**config.mk**
```make
export PLATFORM = sky130hd
export DESIGN_NAME = dac_latch_ctrl
export DESIGN_NICKNAME = d
export VERILOG_FILES = /design/src/rtl/dac_lc_pkg.sv /design/src/rtl/dac_lc_edge.sv /design/src/rtl/dac_lc_group.sv /design/src/rtl/dac_lc_chan.sv /design/src/rtl/dac_latch_ctrl.sv
export SDC_FILE = /design/constraint.sdc
export NUM_CORES = 1
export LEC_CHECK = 0
export BUFFER_PORTS_ARGS = -buffer_cell sky130_fd_sc_hd__clkbuf_2
export CAP_MARGIN = 0
export CORE_MARGIN = 5
export CORE_UTILIZATION = 60
export DETAILED_ROUTE_END_ITERATION = 10
export GPL_TIMING_DRIVEN = 0
export HOLD_SLACK_MARGIN = 0.03
export PLACE_DENSITY = 0.93
export SYNTH_ARGS = -nofsm -noshare
export SYNTH_HDL_FRONTEND = slang
export SYNTH_SLANG_ARGS = --single-unit
```
**constraint.sdc**
```tcl
create_clock -name clk -period 5.4 [get_ports clk]
set_input_delay 0.54 -clock clk [delete_from_list [all_inputs] [get_ports clk]]
set_output_delay 0.54 -clock clk [all_outputs]
set_load 0.01 [all_outputs]
```
**src/rtl/dac_lc_pkg.sv**
```systemverilog
package dac_lc_pkg;
  localparam int CODE_W   = 12;
  localparam int NARROW_W = 8;
  localparam int NCH      = 2;
  localparam int ADDR_W   = $clog2(2 * NCH);

  // control word bit positions
  localparam int B_LSEL = 0;
  localparam int B_EN   = 2;
  localparam int B_GRP  = 3;
  localparam int B_FMT  = 4;
  localparam int B_RES  = 5;
  localparam int B_CAL  = 6;
  localparam int B_IE   = 7;
  localparam int B_FLAG = 8;

  typedef enum logic [1:0] {
    LS_WRITE     = 2'd0,
    LS_WRITE_GRP = 2'd1,
    LS_TRIG_A    = 2'd2,
    LS_TRIG_B    = 2'd3
  } lsel_e;

  typedef struct packed {
    logic  flag;
    logic  ie;
    logic  res8;
    logic  fmt;
    logic  grp;
    logic  en;
    lsel_e lsel;
  } ctl_t;

  // data word to latched code: narrow select, then offset flip of the top bit
  function automatic logic [CODE_W-1:0] to_code(input logic [CODE_W-1:0] dat,
                                                input logic fmt,
                                                input logic res8);
    logic [CODE_W-1:0] raw;
    logic [CODE_W-1:0] msb;
    raw = res8 ? {{(CODE_W-NARROW_W){1'b0}}, dat[NARROW_W-1:0]} : dat;
    msb = res8 ? (CODE_W'(1) << (NARROW_W-1)) : (CODE_W'(1) << (CODE_W-1));
    return fmt ? (raw ^ msb) : raw;
  endfunction
endpackage

```
**src/rtl/dac_lc_edge.sv**
```systemverilog
module dac_lc_edge #(
  parameter int N = 2
) (
  input  logic         clk,
  input  logic         rst_n,
  input  logic [N-1:0] lvl,
  output logic [N-1:0] rise
);
  logic [N-1:0] lvl_q;

  for (genvar g = 0; g < N; g++) begin : g_edge
    always_ff @(posedge clk) begin
      if (!rst_n) lvl_q[g] <= 1'b0;
      else        lvl_q[g] <= lvl[g];
    end
    assign rise[g] = lvl[g] & ~lvl_q[g];
  end
endmodule

```
**src/rtl/dac_lc_group.sv**
```systemverilog
module dac_lc_group
  import dac_lc_pkg::*;
(
  input  logic           clk,
  input  logic           rst_n,
  input  logic [NCH-1:0] grp,
  input  lsel_e          lsel0,
  input  lsel_e          lsel1,
  input  logic [NCH-1:0] en,
  input  logic [NCH-1:0] dat_we_ok,
  output logic           grp_on,
  output logic [NCH-1:0] grp_load
);
  localparam int CFG_W = NCH + 4;

  logic [CFG_W-1:0] cfg, cfg_q;
  logic [NCH-1:0]   seen_q, seen_nxt;
  logic             clr, fire;

  assign grp_on = grp[0] & (lsel0 == LS_WRITE_GRP) & (lsel1 == LS_WRITE_GRP);
  assign cfg    = {grp, lsel0, lsel1};
  assign clr    = ~grp_on | (cfg != cfg_q);

  always_comb begin
    seen_nxt = ((clr ? '0 : seen_q) | dat_we_ok) & {NCH{grp_on}};
    fire     = grp_on & (&seen_nxt);
    grp_load = {NCH{fire}} & en;
  end

  always_ff @(posedge clk) begin
    if (!rst_n) begin
      seen_q <= '0;
      cfg_q  <= '0;
    end else begin
      seen_q <= fire ? '0 : seen_nxt;
      cfg_q  <= cfg;
    end
  end
endmodule

```
**src/rtl/dac_lc_chan.sv**
```systemverilog
module dac_lc_chan
  import dac_lc_pkg::*;
#(
  parameter int CAL_CYCLES = 64
) (
  input  logic              clk,
  input  logic              rst_n,
  input  logic              ctl_we,
  input  logic              dat_we,
  input  logic [CODE_W-1:0] wdata,
  input  logic              rise_a,
  input  logic              rise_b,
  input  logic              in_group,
  input  logic              grp_load,
  output ctl_t              ctl_q,
  output logic              busy,
  output logic              load_evt,
  output logic              dat_we_ok,
  output logic [CODE_W-1:0] code
);
  localparam int CNT_W = $clog2(CAL_CYCLES + 1);

  logic [CNT_W-1:0]  cnt;
  logic [CODE_W-1:0] dat_q, dat_nxt;
  logic              cal_start, imm, trg;

  assign busy      = (cnt != '0);
  assign cal_start = ctl_we & wdata[B_CAL] & ~busy;
  assign dat_nxt   = dat_we ? wdata : dat_q;
  assign dat_we_ok = dat_we & ~busy;

  always_comb begin
    imm = dat_we & ((ctl_q.lsel == LS_WRITE) |
                    ((ctl_q.lsel == LS_WRITE_GRP) & ctl_q.en & ~in_group));
    trg = ctl_q.en & (((ctl_q.lsel == LS_TRIG_A) & rise_a) |
                      ((ctl_q.lsel == LS_TRIG_B) & rise_b));
    load_evt = ~busy & (imm | trg | grp_load);
  end

  always_ff @(posedge clk) begin
    if (!rst_n) begin
      ctl_q <= '0;
      dat_q <= '0;
      cnt   <= '0;
      code  <= '0;
    end else begin
      if (ctl_we) begin
        ctl_q.lsel <= lsel_e'(wdata[B_LSEL+1:B_LSEL]);
        ctl_q.en   <= wdata[B_EN];
        ctl_q.grp  <= wdata[B_GRP];
        ctl_q.fmt  <= wdata[B_FMT];
        ctl_q.res8 <= wdata[B_RES];
        ctl_q.ie   <= wdata[B_IE];
        ctl_q.flag <= wdata[B_FLAG];
      end
      if (load_evt) begin
        ctl_q.flag <= 1'b1;
        code       <= to_code(dat_nxt, ctl_q.fmt, ctl_q.res8);
      end
      if (dat_we) dat_q <= wdata;
      if (cal_start)  cnt <= CNT_W'(CAL_CYCLES);
      else if (busy)  cnt <= cnt - 1'b1;
    end
  end
endmodule

```
**src/rtl/dac_latch_ctrl.sv**
```systemverilog
module dac_latch_ctrl
  import dac_lc_pkg::*;
#(
  parameter int CAL_CYCLES = 64
) (
  input  logic              clk,
  input  logic              rst_n,
  input  logic              wr_en,
  input  logic [ADDR_W-1:0] wr_addr,
  input  logic [CODE_W-1:0] wr_data,
  input  logic              trig_a,
  input  logic              trig_b,
  output logic [CODE_W-1:0] code0,
  output logic [CODE_W-1:0] code1,
  output logic [NCH-1:0]    flag_o,
  output logic [NCH-1:0]    cal_o,
  output logic              irq
);
  ctl_t              ctl_w  [NCH];
  logic [CODE_W-1:0] code_w [NCH];
  logic [NCH-1:0]    busy_w, load_w, we_ok_w, grp_load_w, en_w, grp_w, ie_w;
  logic [1:0]        rise_w;
  logic              grp_on_w;

  dac_lc_edge #(.N(2)) u_edge (
    .clk(clk), .rst_n(rst_n), .lvl({trig_b, trig_a}), .rise(rise_w)
  );

  for (genvar i = 0; i < NCH; i++) begin : g_ch
    dac_lc_chan #(.CAL_CYCLES(CAL_CYCLES)) u_ch (
      .clk      (clk),
      .rst_n    (rst_n),
      .ctl_we   (wr_en & (wr_addr == ADDR_W'(2 * i))),
      .dat_we   (wr_en & (wr_addr == ADDR_W'(2 * i + 1))),
      .wdata    (wr_data),
      .rise_a   (rise_w[0]),
      .rise_b   (rise_w[1]),
      .in_group (grp_on_w),
      .grp_load (grp_load_w[i]),
      .ctl_q    (ctl_w[i]),
      .busy     (busy_w[i]),
      .load_evt (load_w[i]),
      .dat_we_ok(we_ok_w[i]),
      .code     (code_w[i])
    );
    assign en_w[i]   = ctl_w[i].en;
    assign grp_w[i]  = ctl_w[i].grp;
    assign ie_w[i]   = ctl_w[i].ie;
    assign flag_o[i] = ctl_w[i].flag;
  end

  dac_lc_group u_grp (
    .clk      (clk),
    .rst_n    (rst_n),
    .grp      (grp_w),
    .lsel0    (ctl_w[0].lsel),
    .lsel1    (ctl_w[1].lsel),
    .en       (en_w),
    .dat_we_ok(we_ok_w),
    .grp_on   (grp_on_w),
    .grp_load (grp_load_w)
  );

  assign code0 = code_w[0];
  assign code1 = code_w[1];
  assign cal_o = busy_w;
  assign irq   = |(flag_o & ie_w);
endmodule

```
==> results.json <==
{
  "setup_viol": 0,
  "synth_most_common_cell": "dfxtp_1",
  "powerDensity_mw_per_mm2": 388.9,
  "relSlewSlack_pct": 49.55,
  "r2r_slack_ns": 3.08,
  "min_period_ns": 2.449,
  "ys_warn_count": 0,
  "die_h_um": 88.25,
  "hold_buffers": 0,
  "worst-setup-path-type": "reg2out",
  "antenna_found_initial": 0,
  "ys_seq_area_share_pct": 47.96,
  "grt_first_pass_wirelength_um": 14300,
  "endpoint_kind": "output pin",
  "slew_viol_final": 0,
  "synth.avg_cell_area_um2": 9.744,
  "core_area_mm2": 0.005921,
  "tightest_slew_ns": 0.7568,
  "rows": 28,
  "dieArea_mm2": 0.007787,
  "status": "finished clean",
  "netlist_top_cells_count": "88 x dfxtp_1, 39 x nand2_1, 34 x mux2i_1, 25 x nor2b_1, 19 x nand3_1",
  "r2r_cells": 10,
  "wl_um": 8583,
  "cts_tree": "built",
  "cp-start-kind": "flip-flop",
  "synth-edff-count": 0,
  "crit_path_frequent_cell": "inv_1",
  "synth_flop_cell": "dfxtp_1",
  "synth_top_area_cell": "dfxtp_1",
  "cts_resized": 0,
  "final_nets": 458,
  "cp.required_ns": 4.86,
  "layout-drive-gt1-share_pct": 19.91,
  "cp_slowest_cell": "dfxtp_1",
  "place_ws_ns": 3.079,
  "io_buffers": 47,
  "grt_usage_pct": 24.35,
  "fin_crit_sh_pct": 45.35,
  "grt_max_degree": 14,
  "numCtsBuffers": 9,
  "start_util_pct": 62.05,
  "setup_slack_ns": 2.951,
  "r2r_end": "g_ch[1].u_ch.code[5]",
  "crit_fanout": 7,
  "syn-cell-area_mm2": 0.003674,
  "clock_skew_ns": 0.007602,
  "clk_pin_slew_worst_paths_ns": 0.08,
  "reg2reg_from": "g_ch[0].u_ch.cnt[0]",
  "htree_num_levels": 3,
  "remaining_drc_errors": 0,
  "io-pin-count": 48,
  "grt-ovfl-total": 0,
  "crit_start": "g_ch[0].u_ch.cnt[0]",
  "cpPeakStageDelay_ns": 0.34,
  "vias": 2850,
  "antenna-diode-count": 0,
  "clkSinkCount": 88,
  "die_w_um": 88.25,
  "drv_cap": 0,
  "whs_path_depth": 2,
  "ir_worst_vdd_mv": 0.3308,
  "syn_nets": 400,
  "rsz0062_at_grt": "no",
  "dr.pass1.iters": 4,
  "dp_hpwl_um": 6112,
  "critPathArrivalTime_ns": 1.91,
  "gp_congestion": 0.8763,
  "ys_seq_elements": 88,
  "max_clock_freq_mhz": 408.3,
  "clk_latency_ns": 0.36,
  "p_leak_nw": 1.859,
  "area_delta_synth_final_pct": 14.31,
  "hold_path_class": "in2reg",
  "grt_pass1_vias": 3078,
  "crit_chain": "inv_1, ha_1, nor2b_1, and3_1, clkbuf_1, inv_1, buf_4, clkbuf_2",
  "syn_inst": 377,
  "ys_top_cells_by_area": "dfxtp_1 48%, mux2i_1 9.3%, nor2b_1 4.3%",
  "avgRoutedWirePerCell_um": 16.76,
  "final_antenna_net_count": 0,
  "whs_ns": 0.4111,
  "worstHoldStart": "trig_a",
  "netlist-cell-type-count": 47,
  "finalHoldViolations": 0,
  "cts_setup_buffers": 0,
  "async_reset_ff_share_pct": 0,
  "viasPerCell": 5.566,
  "synth_top_area_share_pct": 47.96,
  "clk_path_buf_depth": 2,
  "first_iter_violations": 168,
  "finalSetupTns_ns": 0,
  "min_to": "u_edge.lvl_q[0]",
  "clockRootBuffer": "clkbuf_8"
}
## worst max path at each step
stage | end | slack [ns] | depth (start not counted)
3_3_place_gp | g_ch[1].u_ch.code[6] | 3.15 | 8
4_1_cts | cal_o[0] | 2.94 | 8
5_1_grt | cal_o[0] | 2.85 | 8
3_5_place_dp | g_ch[0].u_ch.code[9] | 3.08 | 7
6_report | cal_o[0] | 2.95 | 8
2_1_floorplan | g_ch[0].u_ch.code[0] | 3.44 | 9
## layout make-up
type,count,area [um^2]
clock inverter,4,72.57
buffer,22,123.9
clock buffer,9,123.9
fill,397,1722
inverter,17,63.81
multi-input combinational,250,1724
timing repair buffer,47,235.2
sequential,88,1762
tap,75,93.84
## metrics by stage
step | area, um^2 | std cells | power [W] | util [%]
finish | 4199 | 512 | 0.001633 | 70.92
global route | 4199 | 512 | 0.001723 | 70.92
CTS | 4199 | 512 | 0.001641 | 70.92
detailed placement | 4003 | 499 | 0.001171 | 67.60
global placement | 4003 | 499 | 0.001141 | 67.60
floorplan | 3674 | 377 | 0.001067 | -
## routing by layer
metal  share of wire (%)  vias to the layer above  wire, um  GRT usage, %
met3                 5.3                       24       459         3.911
met4                 3.6                        0       311         15.52
li1                    -                     1378         -             -
met1                  38                     1371      3251         25.84
met2                  53                       77      4560         44.46
met5                   0                        -         0             0
## logic make-up (layout without fill, tap and decap cells)
logic type / Yosys count / count (layout) / synth area share [%]
AOI/OAI and AO/OA: 51 / 51 / 10.97
xor gates and xnor gates: 17 / 17 / 4.053
adders and majority gates: 4 / 4 / 1.362
buffers and inverters: 39 / 99 / 5.109
DFF: 88 / 88 / 47.96
muxes: 34 / 34 / 9.264
and+or+nand+nor: 144 / 144 / 21.29
## worst max-delay path, delay by kind of cell, from the launching register on
| family | cells | cell delay (ns) |
|---|---|---|
| simple gates | 2 | 0.27 |
| fa+ha+maj | 1 | 0.14 |
| buf+inv | 5 | 0.79 |
| flops | 1 | 0.34 |
## cell usage in the layout, fill, tap and decap left out, types with 3 or more instances in the layout
cell | Yosys | layout
and3b_1 | 3 | 3
xor2_1 | 12 | 12
dfxtp_1 | 88 | 88
clkbuf_8 | 0 | 9
or3b_2 | 3 | 3
buf_2 | 3 | 3
and2_1 | 10 | 10
nand2_1 | 39 | 39
nand3b_1 | 4 | 4
nand2b_1 | 8 | 8
o21ai_0 | 4 | 4
o31ai_1 | 4 | 4
o21ai_1 | 4 | 4
a32o_1 | 7 | 7
nor2b_1 | 25 | 25
nor2_1 | 18 | 18
inv_1 | 17 | 17
o21ai_2 | 4 | 4
buf_6 | 3 | 3
and3_1 | 3 | 3
buf_1 | 3 | 3
nand3_1 | 19 | 19
ha_1 | 4 | 4
buf_4 | 4 | 4
clkbuf_2 | 0 | 47
xnor2_1 | 5 | 5
mux2i_1 | 34 | 34
a21boi_0 | 10 | 10
a21oi_1 | 6 | 6
clkbuf_1 | 9 | 9
## where the power goes
part           leakage (nW)  total, W  internal, W  switching, W
clock network        0.0970  0.000466     0.000252      0.000215
registers             0.716  0.000757     0.000710     0.0000466
logic                  1.05  0.000410     0.000178      0.000232
total                  1.86   0.00163      0.00114      0.000493
## state kept, by name, summed over array words and instances (netlist names)
signal	cells
u_grp.cfg_q	6
g_ch.u_ch.code	24
u_grp.seen_q	2
g_ch.u_ch.ctl_q	16
u_edge.lvl_q	2
g_ch.u_ch.dat_q	24
g_ch.u_ch.cnt	14
(Power assumes the default switching activity.)
